--- src/rtl/wbus_pkg.sv ---
package wbus_pkg;

  typedef enum logic [2:0] {
    ST_IDLE   = 3'd0,
    ST_ADDR   = 3'd1,
    ST_STROBE = 3'd2,
    ST_SAMPLE = 3'd3,
    ST_HOLD   = 3'd4
  } wb_state_e;

  typedef struct packed {
    logic ale;
    logic cs_n;
    logic wr_n;
    logic oe;
    logic done;
    logic sel_data;
  } wb_ctl_t;

  localparam wb_ctl_t CTL_IDLE = '{ale: 1'b0, cs_n: 1'b1, wr_n: 1'b1,
                                   oe: 1'b0, done: 1'b0, sel_data: 1'b0};

  // Pin levels for the clock spent in a given state
  function automatic wb_ctl_t ctl_for(wb_state_e st);
    wb_ctl_t c;
    c = CTL_IDLE;
    case (st)
      ST_ADDR: begin
        c.ale  = 1'b1;
        c.cs_n = 1'b0;
        c.oe   = 1'b1;
      end
      ST_STROBE, ST_SAMPLE: begin
        c.cs_n     = 1'b0;
        c.wr_n     = 1'b0;
        c.oe       = 1'b1;
        c.sel_data = 1'b1;
      end
      ST_HOLD: begin
        c.cs_n     = 1'b0;
        c.oe       = 1'b1;
        c.done     = 1'b1;
        c.sel_data = 1'b1;
      end
      default: c = CTL_IDLE;
    endcase
    return c;
  endfunction

endpackage

--- src/rtl/wbus_rst_sync.sv ---
module wbus_rst_sync #(
  parameter int STAGES = 2
) (
  input  logic clk,
  input  logic arst_n,
  output logic srst_n
);

  logic [STAGES-1:0] sync_q;
  logic [STAGES-1:0] sync_d;

  always_comb begin
    sync_d = {sync_q[STAGES-2:0], 1'b1};
  end

  always_ff @(posedge clk or negedge arst_n) begin
    if (!arst_n) begin
      sync_q <= '0;
    end else begin
      sync_q <= sync_d;
    end
  end

  assign srst_n = sync_q[STAGES-1];

endmodule

--- src/rtl/wbus_fsm.sv ---
module wbus_fsm
  import wbus_pkg::*;
(
  input  logic      clk,
  input  logic      rst_n,
  input  logic      wr_req,
  input  logic      ready,
  output wb_state_e state_d,
  output logic      accept
);

  wb_state_e state_q;

  always_comb begin
    accept  = 1'b0;
    state_d = state_q;
    case (state_q)
      ST_IDLE: begin
        if (wr_req) begin
          accept  = 1'b1;
          state_d = ST_ADDR;
        end
      end
      ST_ADDR:   state_d = ST_STROBE;
      ST_STROBE: state_d = ST_SAMPLE;
      ST_SAMPLE: state_d = ready ? ST_HOLD : ST_SAMPLE;
      ST_HOLD:   state_d = ST_IDLE;
      default:   state_d = ST_IDLE;
    endcase
  end

  always_ff @(posedge clk or negedge rst_n) begin
    if (!rst_n) begin
      state_q <= ST_IDLE;
    end else begin
      state_q <= state_d;
    end
  end

endmodule

--- src/rtl/wbus_drive.sv ---
module wbus_drive
  import wbus_pkg::*;
#(
  parameter int ADDR_W = 16,
  parameter int DATA_W = 16,
  localparam int BUS_W = (ADDR_W > DATA_W) ? ADDR_W : DATA_W
) (
  input  logic              clk,
  input  logic              rst_n,
  input  logic              accept,
  input  wb_state_e         state_d,
  input  logic [ADDR_W-1:0] wr_addr,
  input  logic [DATA_W-1:0] wr_data,
  output logic              ale,
  output logic [BUS_W-1:0]  ad_out,
  output logic              ad_oe,
  output logic              cs_n,
  output logic              wr_n,
  output logic              done
);

  wb_ctl_t           ctl_q;
  wb_ctl_t           ctl_d;
  logic [ADDR_W-1:0] addr_q;
  logic [DATA_W-1:0] data_q;
  logic [BUS_W-1:0]  addr_ext;
  logic [BUS_W-1:0]  data_ext;

  always_comb begin
    ctl_d = ctl_for(state_d);
  end

  // Every pin leaves a flop of its own so no strobe can glitch
  always_ff @(posedge clk or negedge rst_n) begin
    if (!rst_n) begin
      ctl_q <= CTL_IDLE;
    end else begin
      ctl_q <= ctl_d;
    end
  end

  // Request capture, enabled only when a request is taken
  always_ff @(posedge clk or negedge rst_n) begin
    if (!rst_n) begin
      addr_q <= '0;
      data_q <= '0;
    end else if (accept) begin
      addr_q <= wr_addr;
      data_q <= wr_data;
    end
  end

  generate
    if (ADDR_W < BUS_W) begin : g_addr_pad
      assign addr_ext = {{(BUS_W-ADDR_W){1'b0}}, addr_q};
    end else begin : g_addr_full
      assign addr_ext = addr_q;
    end
    if (DATA_W < BUS_W) begin : g_data_pad
      assign data_ext = {{(BUS_W-DATA_W){1'b0}}, data_q};
    end else begin : g_data_full
      assign data_ext = data_q;
    end
  endgenerate

  assign ad_out = ctl_q.sel_data ? data_ext : addr_ext;
  assign ale    = ctl_q.ale;
  assign ad_oe  = ctl_q.oe;
  assign cs_n   = ctl_q.cs_n;
  assign wr_n   = ctl_q.wr_n;
  assign done   = ctl_q.done;

endmodule

--- src/rtl/wbus_write_gen.sv ---
module wbus_write_gen
  import wbus_pkg::*;
#(
  parameter int ADDR_W = 16,
  parameter int DATA_W = 16,
  localparam int BUS_W = (ADDR_W > DATA_W) ? ADDR_W : DATA_W
) (
  input  logic              clk,
  input  logic              rst_n,
  input  logic              wr_req,
  input  logic [ADDR_W-1:0] wr_addr,
  input  logic [DATA_W-1:0] wr_data,
  input  logic              ready,
  output logic              ale,
  output logic [BUS_W-1:0]  ad_out,
  output logic              ad_oe,
  output logic              cs_n,
  output logic              wr_n,
  output logic              done
);

  logic      srst_n;
  logic      accept;
  wb_state_e state_d;

  wbus_rst_sync #(.STAGES(2)) u_rst (
    .clk    (clk),
    .arst_n (rst_n),
    .srst_n (srst_n)
  );

  wbus_fsm u_fsm (
    .clk     (clk),
    .rst_n   (srst_n),
    .wr_req  (wr_req),
    .ready   (ready),
    .state_d (state_d),
    .accept  (accept)
  );

  wbus_drive #(.ADDR_W(ADDR_W), .DATA_W(DATA_W)) u_drv (
    .clk     (clk),
    .rst_n   (srst_n),
    .accept  (accept),
    .state_d (state_d),
    .wr_addr (wr_addr),
    .wr_data (wr_data),
    .ale     (ale),
    .ad_out  (ad_out),
    .ad_oe   (ad_oe),
    .cs_n    (cs_n),
    .wr_n    (wr_n),
    .done    (done)
  );

endmodule

--- config.mk ---
export PLATFORM = sky130hd
export DESIGN_NAME = wbus_write_gen
export DESIGN_NICKNAME = d
export VERILOG_FILES = /design/src/rtl/wbus_pkg.sv /design/src/rtl/wbus_rst_sync.sv /design/src/rtl/wbus_fsm.sv /design/src/rtl/wbus_drive.sv /design/src/rtl/wbus_write_gen.sv
export SDC_FILE = /design/constraint.sdc
export NUM_CORES = 1
export LEC_CHECK = 0
export CAP_MARGIN = 20
export CELL_PAD_IN_SITES_DETAIL_PLACEMENT = 0
export CELL_PAD_IN_SITES_GLOBAL_PLACEMENT = 1
export CORE_MARGIN = 2
export CORE_UTILIZATION = 38
export DETAILED_ROUTE_END_ITERATION = 16
export PLACE_DENSITY = 0.82
export SYNTH_ARGS = -nofsm -noshare
export SYNTH_HDL_FRONTEND = slang
export SYNTH_SLANG_ARGS = --single-unit
export TNS_END_PERCENT = 1
--- constraint.sdc ---
create_clock -name clk -period 1.7 [get_ports clk]
set_input_delay 0.34 -clock clk [delete_from_list [all_inputs] [get_ports clk]]
set_output_delay 0.34 -clock clk [all_outputs]
set_load 0.01 [all_outputs]
==> results of run 1 <==
[placed cells by master, fill, tap and decap left out, drive strengths merged]
cell and n:
mux2 48, dfrtp 41, clkdlybuf4s50 38, buf 23, clkbuf 6, nor2 3, nor3 2, nor2b 2
bufinv 2, dlymetal6s2s 2, dfstp 2, nand2b 1, a21bo 1, a21oi 1, and3 1, nor4b 1
or3 1, or2 1, conb 1
[layout make-up]
class,instances,area share
Timing Repair Buffer,63,0.241
Clock inverter,2,0.0221
Tap cell,67,0.0308
Multi-Input combinational cell,63,0.282
Clock buffer,6,0.0267
Sequential cell,43,0.397
[metrics by stage]
step	hold slack (ns)	cell area, sq um	std cells
after detailed placement	0.343	2530	235
after floorplan	0.0444	1880	112
final	0.203	2720	244
after CTS	0.191	2720	247
after global placement	0.326	2530	235
after global routing	0.197	2720	244
[per-layer routing]
metal | part of all wire | global-route usage | vias to the layer above
li1 | - | - | 514
met1 | 0.43 | 0.197 | 568
met4 | 0.018 | 0.0655 | 0
met3 | 0.057 | 0.0366 | 6
met5 | 0 | 0 | -
met2 | 0.49 | 0.237 | 44
[sequential cells by signal, indices dropped and copies added, names as in the netlist]
name	cells
u_drv.ad_oe	1
u_fsm.state_q	3
u_drv.done	1
u_drv.wr_n	1
u_rst.sync_q	2
u_drv.data_ext	16
u_drv.ctl_q	1
u_drv.addr_ext	16
u_drv.ale	1
u_drv.cs_n	1
[critical path: cells and delay by family, from the launching register on]
family	cells	cell delay (ns)
flops	1	0.40
mux	1	0.35
buf+inv	2	0.27
[logic make-up (layout without fill, tap and decap cells)]
logic type / count (synthesis) / in the layout / share of synthesized area
other cells: 1 / 1 / 0.00199
flops: 43 / 43 / 0.572
compound gates: 2 / 2 / 0.00797
mux: 48 / 48 / 0.345
buf+inv: 6 / 71 / 0.0285
simple gates: 12 / 12 / 0.0445
[power breakdown]
group / switching, mW / internal, mW
logic: 0.837 / 1.67
clock network: 0.325 / 0.587
registers: 0.279 / 1.52
[cells in the mapped netlist]
cell and instances:
nor2b_1 2, a21oi_1 1, nor4b_4 1, mux2_4 29, nand2b_1 1, nor3_1 2, and3_2 1, clkbuf_1 1
conb_1 1, buf_2 1, dfrtp_1 41, buf_6 4, nor2_1 3, dfstp_2 2, mux2_2 19, a21bo_2 1
or3_1 1, or2_2 1
[timing repair]
action / 4_1_cts / 5_1_grt
hold buffers: 0 / 0
setup endpoints to repair: 16 / 18
gates resized for setup: 84 / 9
buffers inserted: 3 / 0
cloned: 1 / 0
[worst paths after layout]
check / from / to / cells after the start
max: u_drv.ctl_q[0] / ad_out[13] / 3
min: rst_n / u_rst.sync_q[0] / 1
max reg2reg: u_fsm.state_q[1] / u_drv.data_ext[2] / 3
min reg2reg: u_rst.sync_q[1] / u_drv.data_ext[9] / 1
max in group asynchronous: u_rst.sync_q[1] / u_drv.ctl_q[0] / 1
min in group clk: u_rst.sync_q[0] / u_rst.sync_q[1] / 0
==> summary.txt, run 1 <==
Clock tree
  • Clock H-tree levels: 2
  • Clock sinks: 43
  • Worst-case clock buffer depth: 2
  • Clock tree from TritonCTS: built
  • Number of CTS-inserted buffers: 5
  • Worst skew pair latency: 0.29 ns
  • CTS root buffer: clkbuf_8
  • Clock transition at the registers of the reported paths: 0.08 ns

Die
  • Die area: 5540 sq um
  • Number of ports placed on the die boundary: 57
  • Height of the die: 74.4 um
  • Initial Util: 0.396
  • Area of the core: 4750 sq um
  • Die extent in x: 74.4 um
  • FP Rows: 25

Min path
  • Type of the most critical hold path: in2async

Detailed routing
  • 1st-iter DRT viols: 51
  • Number of nets still failing antenna checks after routing: 0
  • Remaining design rule violation count: 0
  • Pre-antenna DRT Iters: 4
  • Routed WL: 3.88 mm
  • Number of vias in the routed layout: 1132
  • Via-to-Cell Ratio: 4.64
  • Wirelength per Cell: 15.9 um

Final layout
  • Ant. Diodes: 0
  • Fillers: 391
  • Fraction of final layout cells sized beyond drive strength 1: 0.486
  • Footprint of the multi-input gates: 767 sq um
  • Post-layout utilization of the core: 0.572
  • Layout overhead on the synthesized area: 44.4%
  • Final layout net count: 212
  • Combined flip-flop and latch cell area: 1080 sq um

Yosys
  • Sequential fraction of the synthesis area: 0.572
  • Mean post-synth cell area: 16.8 sq um
  • Number of unique standard cell types used by synthesis: 18
  • Synthesized Nets: 148
  • Number of flip-flops and latches in the synthesized netlist: 43
  • Library cell with the largest summed area after synthesis: dfrtp_1
  • Cell Area, Synth: 1880 sq um
  • Largest cells by area after synthesis: dfrtp_1 (54%), mux2_4 (23%), mux2_2 (11%)
  • Synth warnings: 0
  • Gate count of the mapped netlist: 112
  • Synth top area share: 0.544

GRT
  • Global-route usage over all layers: 0.150
  • Vias in the first global route: 1197
  • Overflow after GRT: 0
  • Pin count of the biggest net entering global routing: 42
  • Global-route wire length before repair: 6.00 mm
  • Antenna violations before repair: 0

Placement
  • Placement Setup Slack: -0.213 ns
  • Weighted congestion at the end of routability-driven global placement: 0.739
  • Quantity of I/O buffers inserted on ports: 56
  • Final HPWL DP: 2.56 mm

Pwr
  • Lkg Pwr: 1.24 nW
  • Overall power after layout: 5.22 mW
  • IR Drop Worst-Case VDD: 792 uV
  • Power per cell area: 1920 nW/um^2

Critical path
  • Master of the slowest instance on the critical path: dfrtp_2
  • Crit path largest cell delay: 0.40 ns
  • Setup CP Type: reg2out
  • Setup crit start kind: flip-flop
  • Flop2flop setup slack: 0.13 ns
  • Worst Path Required: 1.36 ns
  • CP arrival: 1.31 ns
  • Crit path cell chain: buf_6, mux2_2, buf_6
  • Max FO, Critical Path: 7
  • Crit. End Element: output pin
  • Library cell appearing most often on the critical path: buf_6

Timing
  • Final hold violation count: 0
  • Time the final worst path needs with I/O delays and setup: 1.65 ns
  • Max Fclk: 606 MHz
  • RSZ-0062 raised after global routing: true
  • Pins over their slew limit: 0
  • Period utilisation layout: 0.970
  • Setup ws final: 0.0506 ns
  • Accumulated negative setup slack: 0 ns
  • Setup violations, final: 0
  • Worst slew slack as a fraction of its limit: 0.651
  • Tightest Pin Transition: 0.524 ns
  • Final Skew: 0.00782 ns

Run status
  • Run status: completed

Flow run
  • Number of maximum-capacitance constraint violations: 0
Power figures use the tool's default switching activity.
==> run 2: changes to the inputs <==
ABC_AREA = 1   (was not set)
CORE_MARGIN = not set   (was 2)
CORE_UTILIZATION = 34   (was 38)
==> run 2 against run 1 <==
Global-route usage increased by 1.1 points. Largest power group unchanged. Synthesized cell count grew 96%. Setup slack worse by 0.0027 ns. Flip-flop and latch count did not move. Highest routed layer unchanged. Sequential share of layout area increased by 1.7 points. Total power fell by 18%. Critical path type unchanged. Synthesized area up 0.73%. Design area is 4.3% lower.
==> summary.txt, run 2 <==
Run status
  • Run status: completed

Critical path
  • Worst reg2reg endpoint: u_drv.addr_ext[14]
  • Cell depth of the worst flop-to-flop path: 4 (+1)
  • Setup CP Type: reg2out
  • Master of the slowest instance on the critical path: dfrtp_1
  • Crit path largest cell delay: 0.42 ns (+0.02 ns)
  • CP arrival: 1.31 ns (about the same)
  • Worst Path Required: 1.36 ns (about the same)
  • Setup crit start kind: flip-flop
  • Reg2Reg Launch Point: u_fsm.state_q[1]
  • Crit path cell chain: buf_12, o21ai_1, clkdlybuf4s15_1
  • Count of buffer and inverter cells on the critical path: 2 (unchanged)
  • Max FO, Critical Path: 20 (+13)
  • Crit. End Element: output pin
  • Flop2flop setup slack: 0.30 ns (+0.17 ns)
  • Cell family with the largest share of critical-path delay: buffers and inverters

Die
  • Height of the die: 76.7 um (+3.1%)
  • Initial Util: 0.362 (-0.0339)
  • Area of the core: 5240 sq um (+10%)
  • FP Rows: 26 (+4.0%)
  • Die area: 5890 sq um (+6.3%)
  • Die extent in x: 76.7 um (+3.1%)
  • Number of ports placed on the die boundary: 57 (unchanged)

Flow run
  • Number of maximum-capacitance constraint violations: 0 (unchanged)

Timing
  • Accumulated negative setup slack: 0 ns (unchanged)
  • Max Fclk: 605 MHz (-0.17%)
  • Final hold violation count: 0 (unchanged)
  • Time the final worst path needs with I/O delays and setup: 1.65 ns (+0.00274 ns)
  • Setup ws final: 0.0478 ns (-0.00274 ns)
  • Hold Slack: 0.196 ns (-0.00632 ns)
  • Period utilisation layout: 0.972 (+0.00161)
  • RSZ-0062 raised after global routing: false
  • Pins over their slew limit: 0 (unchanged)
  • Final Skew: 0.00642 ns (-0.00140 ns)
  • Setup violations, final: 0 (unchanged)

GRT
  • Global-route usage over all layers: 0.161 (+0.0109)
  • Global-route wire length before repair: 7.35 mm (+22%)
  • Antenna violations before repair: 0 (unchanged)
  • Vias in the first global route: 1542 (+29%)
  • Overflow after GRT: 0 (unchanged)
  • Pin count of the biggest net entering global routing: 36 (-14%)

Yosys
  • Synth warnings: 0 (unchanged)
  • Gate count of the mapped netlist: 219 (+96%)
  • Most used standard cells in the synthesized netlist: nand2_1 (83), dfrtp_1 (41), nand4_1 (32)
  • Synth top area share: 0.541 (-0.00395)
  • Fraction of registers with async set/reset: 1.00 (unchanged)
  • Number of unique standard cell types used by synthesis: 15 (-3)
  • Multiplexer share of the synthesized area: 0 (-0.345)
  • Largest cells by area after synthesis: dfrtp_1 (54%), nand2_1 (16%), nand4_1 (11%)
  • Cell Area, Synth: 1900 sq um (+0.73%)
  • Library cell with the largest summed area after synthesis: dfrtp_1
  • Number of enable-type register cells in the synthesized netlist: 0 (unchanged)
  • Area share of fa/ha/maj cells after synthesis: 0 (unchanged)
  • Mean post-synth cell area: 8.67 sq um (-48%)
  • Leading cell type by number of instances after synthesis: nand2_1
  • Post-synthesis share of cell area spent on and, or, nand and nor gates: 0.298 (+0.253)
  • Synthesized Nets: 255 (+72%)
  • Combinational family with the most area after synthesis: simple AND/OR/NAND/NOR gates
  • Parity-gate share of the synthesized area counting xor and xnor cells: 0 (unchanged)
  • Most common flop cell mapped by yosys: dfrtp_1
  • Share of the synthesized area in compound gates (AO/OA/AOI/OAI): 0.0448 (+0.0369)
  • Sequential fraction of the synthesis area: 0.568 (-0.00415)
  • Number of flip-flops and latches in the synthesized netlist: 43 (unchanged)

Placement
  • Placement Setup Slack: -0.00881 ns (+0.204 ns)
  • Weighted congestion at the end of routability-driven global placement: 0.726 (-1.8%)
  • Post-Place Cell Area: 2540 sq um (+0.20%)
  • Quantity of I/O buffers inserted on ports: 56 (unchanged)
  • Placed cell count: 337 (+43%)
  • Final HPWL DP: 3.04 mm (+19%)

Detailed routing
  • Remaining design rule violation count: 0 (unchanged)
  • Number of vias in the routed layout: 1630 (+44%)
  • Routed WL: 4.33 mm (+12%)
  • Pre-antenna DRT Iters: 4 (unchanged)
  • Wirelength per Cell: 12.6 um (-21%)
  • 1st-iter DRT viols: 155 (+200%)
  • Via-to-Cell Ratio: 4.72 (+1.8%)
  • Number of nets still failing antenna checks after routing: 0 (unchanged)

Clock tree
  • CTS hold repair buffers: 0 (unchanged)
  • Clock H-tree levels: 2 (unchanged)
  • Worst skew pair latency: 0.29 ns (about the same)
  • Post-CTS setup buffer count: 0 (-3)
  • Clock sinks: 43 (unchanged)
  • Number of CTS-inserted buffers: 5 (unchanged)
  • Clock transition at the registers of the reported paths: 0.08 ns (about the same)
  • CTS root buffer: clkbuf_8
  • Clock tree from TritonCTS: built
  • Worst-case clock buffer depth: 2 (unchanged)

Final layout
  • Top library cells by usage in the layout, fill and taps aside: nand2_1 (83), dfrtp_1 (40), clkdlybuf4s50_1 (38)
  • Final layout net count: 310 (+46%)
  • Post-layout utilization of the core: 0.497 (-0.0750)
  • Layout overhead on the synthesized area: 37.2%
  • Ant. Diodes: 0 (unchanged)
  • Final Instance Area: 2600 sq um (-4.3%)
  • Fillers: 523 (+34%)
  • Most common library cell in the layout ignoring fill and taps: nand2_1
  • Layout Cells excl Fill: 345 (+41%)
  • Fraction of final layout cells sized beyond drive strength 1: 0.127 (-0.359)

Pwr
  • Lkg Pwr: 1.31 nW (+6.2%)
  • Power per cell area: 1650 nW/um^2 (-14%)
  • Overall power after layout: 4.30 mW (-18%)
  • IR Drop Worst-Case VDD: 847 uV (+7.0%)

Min path
  • Type of the most critical hold path: in2async
run 2: cell count changes after synthesis, moves of 17 or more:
cell	change
inv_1	+18
mux2_4	-29
nand2_1	+83
mux2_2	-19
nand4_1	+32
o21ai_0	+17
run 2: cell families after synthesis:
group | Yosys count
compound gates | 17
flops | 43
buf+inv | 35
other cells | 1
simple gates | 123
run 2: cell type report:
type	instances	area, sq um	share of cell area
Multi-Input combinational cell	141	654	0.251
Clock inverter	3	43.8	0.0168
Timing Repair Buffer	64	598	0.230
Inverter	19	71.3	0.0274
Clock buffer	5	68.8	0.0264
Sequential cell	43	1080	0.415
Tap cell	70	87.6	0.0336
run 2: worst register-to-register path, delay by kind of cell (launching register included):
family / cells / cell delay [ns]
simple gates: 4 / 0.87
flops: 1 / 0.42
run 2: report_power, final:
| part | internal, mW | switching [mW] | total, mW |
|---|---|---|---|
| logic | 0.764 | 1.02 | 1.78 |
| clock network | 0.437 | 0.344 | 0.781 |
| registers | 1.48 | 0.258 | 1.74 |
run 2: how the worst max path moves through the flow:
stage | startpoint | to | slack (ns) | depth (start not counted)
floorplan | u_rst.sync_q[1] | u_drv.ad_oe | 0.42 | 0
global placement | u_drv.ctl_q[0] | ad_out[12] | -0.009 | 3
detailed placement | u_drv.ctl_q[0] | ad_out[12] | -0.009 | 3
CTS | u_drv.ctl_q[0] | ad_out[14] | 0.004 | 3
global route | u_drv.ctl_q[0] | ad_out[12] | 0.001 | 3
finish | u_drv.ctl_q[0] | ad_out[13] | 0.05 | 3
run 2: metal layers:
layer,vias up,share of wire,track usage
met5,-,0,0
met4,0,0.015,0.0577
met3,7,0.051,0.0464
met2,40,0.49,0.262
met1,763,0.44,0.203
li1,820,-,-
run 2: repair_timing:
item | 4_1_cts | 5_1_grt
endpoints found under the setup margin | 16 | 18
resized for setup | 24 | 31
gates cloned | 0 | 0
